**config.mk**
```make
export PLATFORM = sky130hd
export DESIGN_NAME = stream_link
export DESIGN_NICKNAME = d
export VERILOG_FILES = /design/src/rtl/stream_link_pkg.sv /design/src/rtl/link_sync.sv /design/src/rtl/link_tx.sv /design/src/rtl/link_rx.sv /design/src/rtl/stream_link.sv
export SDC_FILE = /design/constraint.sdc
export NUM_CORES = 1
export LEC_CHECK = 0
export BUFFER_PORTS_ARGS = -buffer_cell sky130_fd_sc_hd__buf_2
export CORE_MARGIN = 2
export CORE_UTILIZATION = 45
export DETAILED_ROUTE_END_ITERATION = 7
export HOLD_SLACK_MARGIN = 0.03
export PLACE_DENSITY_LB_ADDON = 0.25
export SYNTH_ARGS = -nofsm -noshare
export SYNTH_HDL_FRONTEND = slang
export SYNTH_SLANG_ARGS = --single-unit
```
**constraint.sdc**
```tcl
create_clock -name clk_i -period 3.99 [get_ports clk_i]
set_input_delay 0.399 -clock clk_i [delete_from_list [all_inputs] [get_ports clk_i]]
set_output_delay 0.399 -clock clk_i [all_outputs]
set_load 0.005 [all_outputs]
```
**src/rtl/stream_link_pkg.sv**
```systemverilog
package stream_link_pkg;
  localparam int unsigned TOK_W = 2;

  typedef enum logic [TOK_W-1:0] {
    TOK_ELEM   = 2'b00,
    TOK_VEND   = 2'b01,
    TOK_MEND   = 2'b10,
    TOK_SCALAR = 2'b11
  } tok_e;
endpackage

```
**src/rtl/link_sync.sv**
```systemverilog
module link_sync #(
  parameter int unsigned STAGES = 2
) (
  input  logic clk_i,
  input  logic rst_ni,
  input  logic d_i,
  output logic q_o
);
  logic [STAGES-1:0] chain_q;

  for (genvar g = 0; g < STAGES; g++) begin : g_stage
    if (g == 0) begin : g_first
      always_ff @(posedge clk_i or negedge rst_ni)
        if (!rst_ni) chain_q[g] <= 1'b0;
        else         chain_q[g] <= d_i;
    end else begin : g_rest
      always_ff @(posedge clk_i or negedge rst_ni)
        if (!rst_ni) chain_q[g] <= 1'b0;
        else         chain_q[g] <= chain_q[g-1];
    end
  end

  assign q_o = chain_q[STAGES-1];
endmodule

```
**src/rtl/link_tx.sv**
```systemverilog
module link_tx #(
  parameter int unsigned DATA_W = 16,
  parameter int unsigned TOK_W  = 2
) (
  input  logic              clk_i,
  input  logic              rst_ni,
  input  logic              valid_i,
  input  logic [DATA_W-1:0] data_i,
  input  logic [TOK_W-1:0]  tok_i,
  output logic              ready_o,
  input  logic              ack_sync_i,
  output logic              req_o,
  output logic [DATA_W-1:0] data_o,
  output logic [TOK_W-1:0]  tok_o
);
  logic              req_q;
  logic [DATA_W-1:0] data_q;
  logic [TOK_W-1:0]  tok_q;
  logic              take;

  // busy while the last event is unanswered
  assign ready_o = (req_q == ack_sync_i);
  assign take    = valid_i && ready_o;

  always_ff @(posedge clk_i or negedge rst_ni) begin
    if (!rst_ni) begin
      req_q  <= 1'b0;
      data_q <= '0;
      tok_q  <= '0;
    end else if (take) begin
      req_q  <= ~req_q;
      data_q <= data_i;
      tok_q  <= tok_i;
    end
  end

  assign req_o  = req_q;
  assign data_o = data_q;
  assign tok_o  = tok_q;
endmodule

```
**src/rtl/link_rx.sv**
```systemverilog
module link_rx #(
  parameter int unsigned DATA_W = 16,
  parameter int unsigned TOK_W  = 2
) (
  input  logic              clk_i,
  input  logic              rst_ni,
  input  logic              req_sync_i,
  input  logic [DATA_W-1:0] data_i,
  input  logic [TOK_W-1:0]  tok_i,
  output logic              en_o,
  output logic [DATA_W-1:0] data_o,
  output logic [TOK_W-1:0]  tok_o,
  input  logic              done_i,
  output logic              ack_o
);
  logic              seen_q;
  logic              full_q;
  logic              ack_q;
  logic [DATA_W-1:0] data_q;
  logic [TOK_W-1:0]  tok_q;
  logic              event_in;
  logic              retire;

  assign event_in = (req_sync_i != seen_q) && !full_q;
  assign retire   = full_q && done_i;

  always_ff @(posedge clk_i or negedge rst_ni) begin
    if (!rst_ni) begin
      seen_q <= 1'b0;
      full_q <= 1'b0;
      ack_q  <= 1'b0;
      data_q <= '0;
      tok_q  <= '0;
    end else begin
      if (event_in) begin
        seen_q <= req_sync_i;
        full_q <= 1'b1;
        data_q <= data_i;   // bundled data is stable since the request event
        tok_q  <= tok_i;
      end else if (retire) begin
        full_q <= 1'b0;
        ack_q  <= ~ack_q;
      end
    end
  end

  assign en_o   = full_q;
  assign data_o = data_q;
  assign tok_o  = tok_q;
  assign ack_o  = ack_q;
endmodule

```
**src/rtl/stream_link.sv**
```systemverilog
module stream_link
  import stream_link_pkg::*;
#(
  parameter int unsigned DATA_W      = 16,
  parameter int unsigned SYNC_STAGES = 2
) (
  input  logic              clk_i,
  input  logic              rst_ni,
  input  logic              src_valid_i,
  input  logic [DATA_W-1:0] src_data_i,
  input  logic [TOK_W-1:0]  src_tok_i,
  output logic              src_ready_o,
  output logic              dst_en_o,
  output logic [DATA_W-1:0] dst_data_o,
  output logic [TOK_W-1:0]  dst_tok_o,
  output logic              dst_eov_o,
  input  logic              dst_done_i,
  output logic              link_req_o,
  output logic              link_ack_o
);
  logic              req_w, ack_w, req_s, ack_s;
  logic [DATA_W-1:0] bus_data;
  logic [TOK_W-1:0]  bus_tok;

  link_tx #(.DATA_W(DATA_W), .TOK_W(TOK_W)) tx_i (
    .clk_i(clk_i), .rst_ni(rst_ni),
    .valid_i(src_valid_i), .data_i(src_data_i), .tok_i(src_tok_i),
    .ready_o(src_ready_o), .ack_sync_i(ack_s),
    .req_o(req_w), .data_o(bus_data), .tok_o(bus_tok)
  );

  link_sync #(.STAGES(SYNC_STAGES)) req_sync_i (
    .clk_i(clk_i), .rst_ni(rst_ni), .d_i(req_w), .q_o(req_s)
  );

  link_sync #(.STAGES(SYNC_STAGES)) ack_sync_i (
    .clk_i(clk_i), .rst_ni(rst_ni), .d_i(ack_w), .q_o(ack_s)
  );

  link_rx #(.DATA_W(DATA_W), .TOK_W(TOK_W)) rx_i (
    .clk_i(clk_i), .rst_ni(rst_ni),
    .req_sync_i(req_s), .data_i(bus_data), .tok_i(bus_tok),
    .en_o(dst_en_o), .data_o(dst_data_o), .tok_o(dst_tok_o),
    .done_i(dst_done_i), .ack_o(ack_w)
  );

  assign dst_eov_o  = dst_en_o && (tok_e'(dst_tok_o) == TOK_VEND);
  assign link_req_o = req_w;
  assign link_ack_o = ack_w;
endmodule

```
### Word level (Yosys, flattened, before mapping)

Cells that the tools add are included.

* flip-flop bits (word level): 44

* reductions and logical operators: 7
* eq/ne operators: 3
* bitwise gates (word level): 3
* mux-type cells: 2

Operator list (count)
* logical AND 1 bit: 4
* NOT 1 bit: 3
* equality test 2 x 1 -> 1 bit (second input constant): 1
* two-way mux 1 bit: 2
* AND reduction 2 bit: 1
* nonzero test 2 bit: 1
* equality test 1 bit: 1
* logical NOT 1 bit: 1
* inequality test 1 bit: 1

### Depth between registers and ports, before layout

Gate-level depths: netlist of the first run.

* depth in word-level cells: 4
* depth in mapped cells: 4
* mapped depth without buffers: 3

### Modules after synthesis

Synthesis of the first run repeated with hierarchy kept, for this count alone.

* cell total of the unflattened synthesis: 93
* area, all modules: 1724.2 µm²

Modules (own cells, without submodules)
* link_rx: sequential area each 525.5 µm², instances 1, area each 847.1 µm², cells each 46
* link_tx: sequential area each 475.5 µm², instances 1, area each 768.2 µm², cells each 42
* link_sync: sequential area each 50.0 µm², instances 2, area each 50.0 µm², cells each 2
* stream_link: sequential area each 0.0 µm², instances 1, area each 8.8 µm², cells each 1

### Worst setup path before layout of the first run

Ideal clock, no wire load.

* kind: register to register
* start: register rx_i.seen_q
* end: register rx_i.data_q[10] (netlist: rx_i.data_o[10])
* arrival: 1.223 ns
* library setup time: 0.125 ns
* slack: 2.642 ns
* cell stages (with the launch flop): 5
* required time: 3.865 ns
* cell sequence: dfrtp_1 -> xnor2_2 -> nor2_4 -> buf_12 -> mux2_4

* cells in the longest elaborated chain, start to end: 2

Ends and longest elaborated chain
* from (decl): RTL line link_rx.sv:16 `logic seen_q;`
* from (signal assigned): RTL line link_rx.sv:36 `seen_q <= req_sync_i;`
* inequality test 1 bit: RTL line link_rx.sv:24 `assign event_in = (req_sync_i != seen_q) && !full_q;`
* logical AND 1 bit: RTL line link_rx.sv:24
* to (signal assigned): RTL line link_rx.sv:38 `data_q <= data_i;`
* to (decl): RTL line link_rx.sv:19 `logic [DATA_W-1:0] data_q;`

Every way passes these cells.
A chain may end at the register's enable or synchronous reset.

### Worst setup path after layout of the first run

* start: register rx_i.seen_q
* end: register rx_i.data_q[0] (netlist: rx_i.data_o[0])

Same word-level chain as after synthesis.

==> results.ini, run 1 <==
[run_status]
status = complete, no violations

[worst_setup_path]
crit-reg2reg-launch = rx_i.seen_q
timing_worst_setup_path_type = reg2reg
critPathArrivalTime_ps = 1810
r2r_slack_ps = 2360
critPathRequiredTime_ps = 4170
setup.worst_path.start_class = flip-flop
path_max_fanout = 18
critical_path.endpoint_type = flip-flop
r2r_end = rx_i.data_o[0]
worst_r2r_path_depth = 3

[final_layout]
final_layout_size_suffix_gt1_share_pct = 63.2
flow.area_growth_from_synthesis_pct = 19.7
nets = 165
multi_input_area_um2 = 587
final_core_util_pct = 56.3
register_area_um2 = 1100
antenna_cells = 0
filler_cell_count = 312

[sta]
fmax_mhz = 614
maxSlewViolCount = 0
timing.final.hold_violations = 0
worstMarginPinSlew_ps = 948
tns_ps = 0
finClkSkew_ps = 6.85
slew_hr_pct = 36.8
min_period_over_period_pct = 40.8
rsz_0062_raised_after_global_routing = false
setup_viol = 0
post-route-min-period_ps = 1630

[die]
floorplan.die_area_um2 = 4340
floorplan.initialDensity_pct = 47.1
die_h_um = 65.9
ios = 45
die_w_um = 65.9
coreArea_um2 = 3660
row_count = 22

[global_route]
groute.usage.overall_pct = 14.6
antenna_found_initial = 0
grt_pass1_vias = 966
overflow = 0
grt_max_degree = 45
grt_first_pass_wirelength_um = 4610

[synthesis]
synth_top_area_cell = sky130_fd_sc_hd__dfrtp_1
mappedNetlistNets = 116
synth.distinct_cells = 13
synth_warnings = 0
syn_inst = 94
synth.ff_latch_count = 44
synth.top_cell.area_share_pct = 63.9
syn_area_um2 = 1720
synth.area.top_cells = sky130_fd_sc_hd__dfrtp_1 64%, sky130_fd_sc_hd__mux2_4 17%, sky130_fd_sc_hd__mux2_2 11%, sky130_fd_sc_hd__xnor2_2 1.9%, sky130_fd_sc_hd__buf_12 1.2%
synth.yosys.seq_area_share_pct = 63.9
syn_avg_cell_area_um2 = 18.3

[worst_hold_path]
hold_path.class = in2async

[detailed_routing]
route.detailed.drc = 0
drt_first_iter_violations = 51
totalWireLength_um = 2770
viasPerCell = 4.73
detail_route.first_pass.iterations = 3
avgRoutedWirePerCell_um = 14.4
vias = 908
ant_nets = 0

[clock_tree]
cts_sinks = 44
longest_clk_path_bufs = 2
ctsResizeCount = 0
cts_inserted_buffers = 5
root_buffer = sky130_fd_sc_hd__clkbuf_8
clk_latency_ps = 290
htree_num_levels = 2
clk_transition_reported_paths_ps = 80
cts.repair_timing.setup_buffer_count = 0
cts_tree = done
holdBufCountCts = 0

[place]
port_buffer_count = 44
gp_congestion = 0.666
detailed_place_hpwl_um = 1820

[power_and_ir_drop]
leakagePower_uw = 0.00102
power_per_cell_area_nw_per_um2 = 921
worst_vdd_rail_ir_drop_mv = 0.462
total_power_uw = 1900

[run]
maxCapViolations = 0

[power by group]
| part | switching, µW | total [µW] | internal (µW) |
|---|---|---|---|
| Sequential | 145 | 831 | 686 |
| Clock | 137 | 278 | 141 |
| Combinational | 279 | 789 | 510 |
| Total | 562 | 1900 | 1340 |
[layout by cell type (no fill, tap or decap)]
cell,Yosys,routed
sky130_fd_sc_hd__dfrtp_1,44,44
sky130_fd_sc_hd__buf_2,0,44
sky130_fd_sc_hd__mux2_4,20,20
sky130_fd_sc_hd__mux2_2,17,17
sky130_fd_sc_hd__clkbuf_8,0,6
sky130_fd_sc_hd__nand2_1,2,2
sky130_fd_sc_hd__xnor2_2,2,2
sky130_fd_sc_hd__mux2i_1,2,2
sky130_fd_sc_hd__clkbuf_1,0,2
sky130_fd_sc_hd__nor2_1,1,1
sky130_fd_sc_hd__nand2_4,1,1
sky130_fd_sc_hd__nor2_4,1,1
sky130_fd_sc_hd__inv_1,1,1
sky130_fd_sc_hd__xnor2_1,1,1
[cell families (layout without fill, tap and decap cells)]
kind of cell	after synthesis	count (layout)	share of synthesized area, %
buf+inv	3	53	2.03
xor+xnor	3	3	2.40
mux	39	39	29.7
simple gates	5	5	1.96
flops	44	44	63.9
[synth_stat cells]
cell                      instances
sky130_fd_sc_hd__buf_12           1
sky130_fd_sc_hd__buf_6            1
sky130_fd_sc_hd__nor2_1           1
sky130_fd_sc_hd__inv_1            1
sky130_fd_sc_hd__mux2_2          17
sky130_fd_sc_hd__xnor2_2          2
sky130_fd_sc_hd__nor2_4           1
sky130_fd_sc_hd__nand2_1          2
sky130_fd_sc_hd__nand2_4          1
sky130_fd_sc_hd__xnor2_1          1
sky130_fd_sc_hd__dfrtp_1         44
sky130_fd_sc_hd__mux2_4          20
sky130_fd_sc_hd__mux2i_1          2
[worst max-delay path by stage]
stage,start,slack [ps],depth (start not counted),to
5_1_grt,req_sync_i.q_o,2290,3,rx_i.data_o[0]
4_1_cts,rx_i.seen_q,2350,3,rx_i.data_o[0]
6_report,rx_i.seen_q,2360,3,rx_i.data_o[0]
2_1_floorplan,rx_i.seen_q,2640,4,rx_i.data_o[10]
3_3_place_gp,rx_i.seen_q,2410,3,rx_i.data_o[5]
3_5_place_dp,rx_i.seen_q,2370,3,rx_i.data_o[3]
[metrics by stage]
step	hold slack (ps)	instances	area (µm²)	worst slack, ps
after floorplan	103	94	1720	2640
after global placement	332	184	1970	2410
after detailed placement	336	184	1970	2370
after CTS	275	192	2060	2350
after global routing	280	192	2060	2290
final	245	192	2060	2360
[registers in the layout, summed over array words and instances (netlist names)]
signal              flops
rx_i.data_o            16
rx_i.tok_o              2
rx_i.seen_q             1
tx_i.req_o              1
ack_sync_i.q_o          1
rx_i.en_o               1
rx_i.ack_o              1
tx_i.data_o            16
ack_sync_i.chain_q      1
req_sync_i.chain_q      1
tx_i.tok_o              2
req_sync_i.q_o          1
[metal layers]
| metal | vias up | global-route usage (%) | routed length, µm |
|---|---|---|---|
| met5 | - | 0 | 0 |
| met4 | 0 | 7.81 | 49 |
| met3 | 5 | 4.94 | 228 |
| met2 | 36 | 20.2 | 1220 |
| met1 | 446 | 20.1 | 1280 |
| li1 | 421 | - | - |
[worst max-delay path: stages (launching register included)]
cell and delay (ps):
sky130_fd_sc_hd__dfrtp_1 410, sky130_fd_sc_hd__xnor2_2 170, sky130_fd_sc_hd__nor2_4 510, sky130_fd_sc_hd__mux2_2 410
[cell type report]
class	instances	area share (%)
Clock buffer	8	4.37
Sequential cell	44	53.4
Inverter	1	0.182
Timing Repair Buffer	44	10.7
Multi-Input combinational cell	47	28.5
Tap cell	48	2.91
Power figures use the tool's default switching activity.
==> inputs of run 2 (changes only) <==
- ABC_AREA: default -> 1
- clock period: 3.99 -> 1.6 ns (I/O delays scaled with it)
==> results.ini, run 2 <==
[run_status]
status = complete, no violations

[final_layout]
multi_input_area_um2 = 613
nets = 253
register_area_um2 = 1100
antenna_cells = 0
filler_cell_count = 368
flow.area_growth_from_synthesis_pct = 20.0
mostFrequentLayoutCells = 71 x sky130_fd_sc_hd__nand2_1, 44 x sky130_fd_sc_hd__dfrtp_1, 44 x sky130_fd_sc_hd__buf_2, 18 x sky130_fd_sc_hd__nand3_1, 18 x sky130_fd_sc_hd__nand4_1
final_core_util_pct = 57.6
most_frequent_standard_cell_in_the_layout_excluding_fill_and_tap_cells = sky130_fd_sc_hd__nand2_1
final_layout_size_suffix_gt1_share_pct = 31.5

[clock_tree]
root_buffer = sky130_fd_sc_hd__clkbuf_8
cts_inserted_buffers = 5
longest_clk_path_bufs = 2
htree_num_levels = 2
clk_latency_ps = 290
cts_tree = done
cts_sinks = 44
clk_transition_reported_paths_ps = 70
cts.repair_timing.setup_buffer_count = 0

[worst_hold_path]
hold_path.class = in2reg

[synthesis]
synth.top_cell.area_share_pct = 61.3
ys_async_sr_fraction_pct = 100
mappedNetlistNets = 206
syn_avg_cell_area_um2 = 9.76
postSynth.topFlopCell = sky130_fd_sc_hd__dfrtp_1
syn_area_um2 = 1800
synth.cells.most_frequent = 71 x sky130_fd_sc_hd__nand2_1, 44 x sky130_fd_sc_hd__dfrtp_1, 18 x sky130_fd_sc_hd__nand3_1, 18 x sky130_fd_sc_hd__nand4_1, 11 x sky130_fd_sc_hd__nand2_2
synth_edf_count = 0
synth.area.top_cells = sky130_fd_sc_hd__dfrtp_1 61%, sky130_fd_sc_hd__nand2_1 15%, sky130_fd_sc_hd__nand4_1 6.3%, sky130_fd_sc_hd__nand3_1 5.0%, sky130_fd_sc_hd__nand2_2 3.8%
synth_warnings = 0
synth.ff_latch_count = 44
synth_top_area_cell = sky130_fd_sc_hd__dfrtp_1
synth.distinct_cells = 20
syn_inst = 184
yosysMostFrequentCell = sky130_fd_sc_hd__nand2_1
synth.yosys.seq_area_share_pct = 61.3

[global_route]
overflow = 0
grt_pass1_vias = 1333
grt_first_pass_wirelength_um = 6180
grt_max_degree = 25
groute.usage.overall_pct = 18.7
antenna_found_initial = 0

[worst_setup_path]
timing_worst_setup_path_type = reg2out
critPathArrivalTime_ps = 1230
setup.worst_path.start_class = flip-flop
path_max_fanout = 19
r2r_slack_ps = 370
critPathRequiredTime_ps = 1440
critical_path.endpoint_type = output pin

[detailed_routing]
detail_route.first_pass.iterations = 4
drt_first_iter_violations = 81
vias = 1417
viasPerCell = 5.06
totalWireLength_um = 3670
ant_nets = 0
route.detailed.drc = 0
avgRoutedWirePerCell_um = 13.1

[sta]
post-route-min-period_ps = 1390
maxSlewViolCount = 0
holdWs_ps = 50.0
fmax_mhz = 720
worstMarginPinSlew_ps = 508
min_period_over_period_pct = 86.8
slew_hr_pct = 66.1
finClkSkew_ps = 4.85
setup_viol = 0
tns_ps = 0
timing.final.hold_violations = 0
rsz_0062_raised_after_global_routing = false

[power_and_ir_drop]
power_per_cell_area_nw_per_um2 = 1920
leakagePower_uw = 0.00119
total_power_uw = 4130
worst_vdd_rail_ir_drop_mv = 0.971

[die]
die_h_um = 67.2
floorplan.initialDensity_pct = 48.0
floorplan.die_area_um2 = 4510
die_w_um = 67.2
coreArea_um2 = 3740
ios = 45
row_count = 22

[place]
gp_congestion = 0.715
port_buffer_count = 44
detailed_place_hpwl_um = 2580

[run]
maxCapViolations = 0

[run 2: cell count changes after synthesis, sizes merged, moves of 2 or more]
cell   delta
mux2i     -2
buf       +6
o21ai     +3
mux2     -37
nand2    +80
xnor2     -2
nand4    +18
inv       +4
nand3    +20
[run 2: final cells by class]
type | instances | area share [%]
clock buffers | 8 | 4.18
inverters | 5 | 0.871
multi-input cells | 126 | 28.4
flip-flops and latches | 44 | 51.1
well taps | 48 | 2.79
repair buffers | 49 | 12.7
[run 2: path summary, 6_finish.rpt]
kind,depth (start not counted),start,to
worst max-delay path,4,tx_i.req_o,src_ready_o
worst min-delay path,2,dst_done_i,rx_i.en_o
worst max register to register,5,rx_i.seen_q,rx_i.data_o[14]
min in group asynchronous,2,rst_ni,tx_i.req_o
max in group asynchronous,3,rst_ni,tx_i.data_o[14]
worst min register to register,0,req_sync_i.chain_q[0],req_sync_i.q_o
[run 2: worst max-delay path, stage by stage, from the launching register on]
cell and delay (ps):
sky130_fd_sc_hd__dfrtp_1 420, sky130_fd_sc_hd__inv_1 100, sky130_fd_sc_hd__nand2_1 90, sky130_fd_sc_hd__nand2_4 180, sky130_fd_sc_hd__buf_2 150
[run 2: cell families (layout without fill, tap and decap cells)]
kind of cell	Yosys count	after routing	synth area share, %
buffers and inverters	14	62	4.87
flip-flops	44	44	61.3
AO/OA/AOI/OAI	3	3	1.04
AND/OR/NAND/NOR	122	122	32.3
XOR/XNOR	1	1	0.488
[run 2: repair_timing]
action,4_1_cts,5_1_grt
endpoints found under the hold margin,20,0
endpoints found under the setup margin,0,1
hold buffers,1,0
resized for setup,0,1
[run 2: through the flow]
step                area (µm²)  std cells  setup WS [ps]
detailed placement        2050        271            373
global placement          2050        271            394
finish                    2160        280            211
CTS                       2150        280           97.2
floorplan                 1800        184            547
global route              2160        280            103
[run 2: where the power goes]
group | switching (µW) | internal, µW
logic | 949 | 575
registers | 322 | 1600
clock network | 337 | 352
total | 1610 | 2520
[run 2: metal layers]
layer  wire [µm]  vias to the layer above  track usage, %
li1            -                      700               -
met1        1600                      671            23.9
met2        1820                       38            30.9
met3         152                        8            3.50
met4          87                        0            8.67
met5           0                        -               0
==> inputs of run 3 (changes only) <==
- MAX_ROUTING_LAYER: default -> met4
- clock period: 1.6 -> 1.25 ns (I/O delays scaled with it)
==> results.ini, run 3 (synthesis gave the netlist of run 2 again) <==
[global_route]
antenna_found_initial = 0
groute.usage.overall_pct = 18.5
grt_max_degree = 45
overflow = 0
grt_first_pass_wirelength_um = 5970
grt_pass1_vias = 1330

[run_status]
status = complete, no violations

[sta]
maxSlewViolCount = 0
worst_slack_ps = 72.3
finClkSkew_ps = 6.41
slew_hr_pct = 81.1
rsz_0062_raised_after_global_routing = false
timing.final.hold_violations = 0
post-route-min-period_ps = 1180
tns_ps = 0
worstMarginPinSlew_ps = 283
fmax_mhz = 849
min_period_over_period_pct = 94.2
setup_viol = 0

[run]
maxCapViolations = 0

[die]
row_count = 22
ios = 45
die_w_um = 67.2
floorplan.die_area_um2 = 4510
die_h_um = 67.2
coreArea_um2 = 3740
floorplan.initialDensity_pct = 48.0

[power_and_ir_drop]
power_per_cell_area_nw_per_um2 = 2550
worst_vdd_rail_ir_drop_mv = 1.53
leakagePower_uw = 0.00124

[worst_setup_path]
critical_path.endpoint_type = output pin
crit_family = flip-flops
critPathRequiredTime_ps = 1120
timing_worst_setup_path_type = reg2out
crit_path_start = tx_i.req_o
worstSetupEndpoint = src_ready_o
setup.worst_path.start_class = flip-flop
path_max_fanout = 5
worst_r2r_path_depth = 4
crit-reg2reg-launch = rx_i.en_o
critPathBufInv = 2
worstPathCellList = inv_2 > nand2_2 > nand2_4 > buf_2
crit_cells = 4
critPathArrivalTime_ps = 1050
crit_slowest_cell = sky130_fd_sc_hd__dfrtp_2
r2r_slack_ps = 120
timing.critical_path.slowest_cell_delay_ps = 430
r2r_end = rx_i.data_o[2]

[detailed_routing]
drt_first_iter_violations = 64
detail_route.first_pass.iterations = 4
avgRoutedWirePerCell_um = 12.5
route.detailed.drc = 0
ant_nets = 0
totalWireLength_um = 3590
vias = 1410
viasPerCell = 4.91

[final_layout]
final_layout_size_suffix_gt1_share_pct = 35.1
register_area_um2 = 1100
antenna_cells = 0
multi_input_area_um2 = 623
flow.area_growth_from_synthesis_pct = 25.9
filler_cell_count = 347
nets = 260
mostFrequentLayoutCells = 70 x sky130_fd_sc_hd__nand2_1, 44 x sky130_fd_sc_hd__buf_2, 43 x sky130_fd_sc_hd__dfrtp_1, 18 x sky130_fd_sc_hd__nand3_1, 18 x sky130_fd_sc_hd__nand4_1
most_frequent_standard_cell_in_the_layout_excluding_fill_and_tap_cells = sky130_fd_sc_hd__nand2_1

[clock_tree]
cts_inserted_buffers = 5
clk_latency_ps = 290
cts_sinks = 44
root_buffer = sky130_fd_sc_hd__clkbuf_8
cts_tree = done
htree_num_levels = 2
longest_clk_path_bufs = 2
clk_transition_reported_paths_ps = 80

[place]
port_buffer_count = 44
detailed_place_hpwl_um = 2530
gp_congestion = 0.740
post-place-ws_ps = 18.1

[worst_hold_path]
hold_path.class = in2reg

## run 3: changes by cell type in the layout (fill, tap and decap cells not counted), sizes merged
cell / before / now
clkbuf: 8 / 7
bufinv: 0 / 1
buf: 48 / 54
dlygate4sd3: 1 / 2
## run 3: tightest hold or removal path, delay by kind of cell
| family | cells | cell delay, ps |
|---|---|---|
| buffers and inverters | 1 | 70 |
| AND/OR/NAND/NOR | 2 | 120 |
## run 3: worst min-delay path by stage
stage / from / cells after the start / slack, ps / endpoint
floorplan: rst_ni / 0 / -170 / ack_sync_i.chain_q[0]
global placement: rst_ni / 2 / 120 / tx_i.req_o
detailed placement: rst_ni / 2 / 120 / tx_i.req_o
CTS: src_data_i[13] / 3 / 60 / tx_i.data_o[13]
global route: src_data_i[13] / 3 / 50 / tx_i.data_o[13]
finish: src_data_i[13] / 3 / 60 / tx_i.data_o[13]
## run 3: per-stage QoR
stage                     cells  power (µW)  util (%)  hold WS, ps  instance area (µm²)
after global routing        287        6220      60.4         49.9                 2260
after CTS                   286        5760      59.8         57.0                 2240
after floorplan             184        3850         -         -171                 1800
after global placement      273        4420      55.2          117                 2070
after detailed placement    273        4480      55.2          116                 2070
final                       287        5770      60.4         57.6                 2260
## run 3: cell type report
type	instances	share of cell area, %
inverter	5	0.830
clock inverter	1	1.33
tap	48	2.65
clock buffer	7	4.26
sequential	44	48.7
timing repair buffer	56	14.7
multi-input combinational	126	27.5
## run 3: layer usage
layer / global-route usage, % / share of wire, % / vias to the layer above
met1: 23.2 / 45 / 667
met2: 29.7 / 51 / 23
met3: 4.00 / 3.2 / 5
met4: 6.89 / 1.4 / 0
met5: - / 0 / -
li1: - / - / 715
## run 3: repair_timing
| action | 4_1_cts | 5_1_grt |
|---|---|---|
| endpoints found under the setup margin | 1 | 20 |
| hold endpoints to repair | 45 | 0 |
| hold buffers | 2 | 0 |
| cloned | 0 | 0 |
| pin swaps | 1 | 1 |
| buffers inserted | 3 | 1 |
| resized for setup | 1 | 5 |
## run 3: power breakdown
group | switching, µW | internal [µW] | leakage, µW | total, µW
Combinational | 1290 | 894 | 0.000625 | 2180
Clock | 463 | 705 | 0.0000645 | 1170
Sequential | 379 | 2040 | 0.000554 | 2420
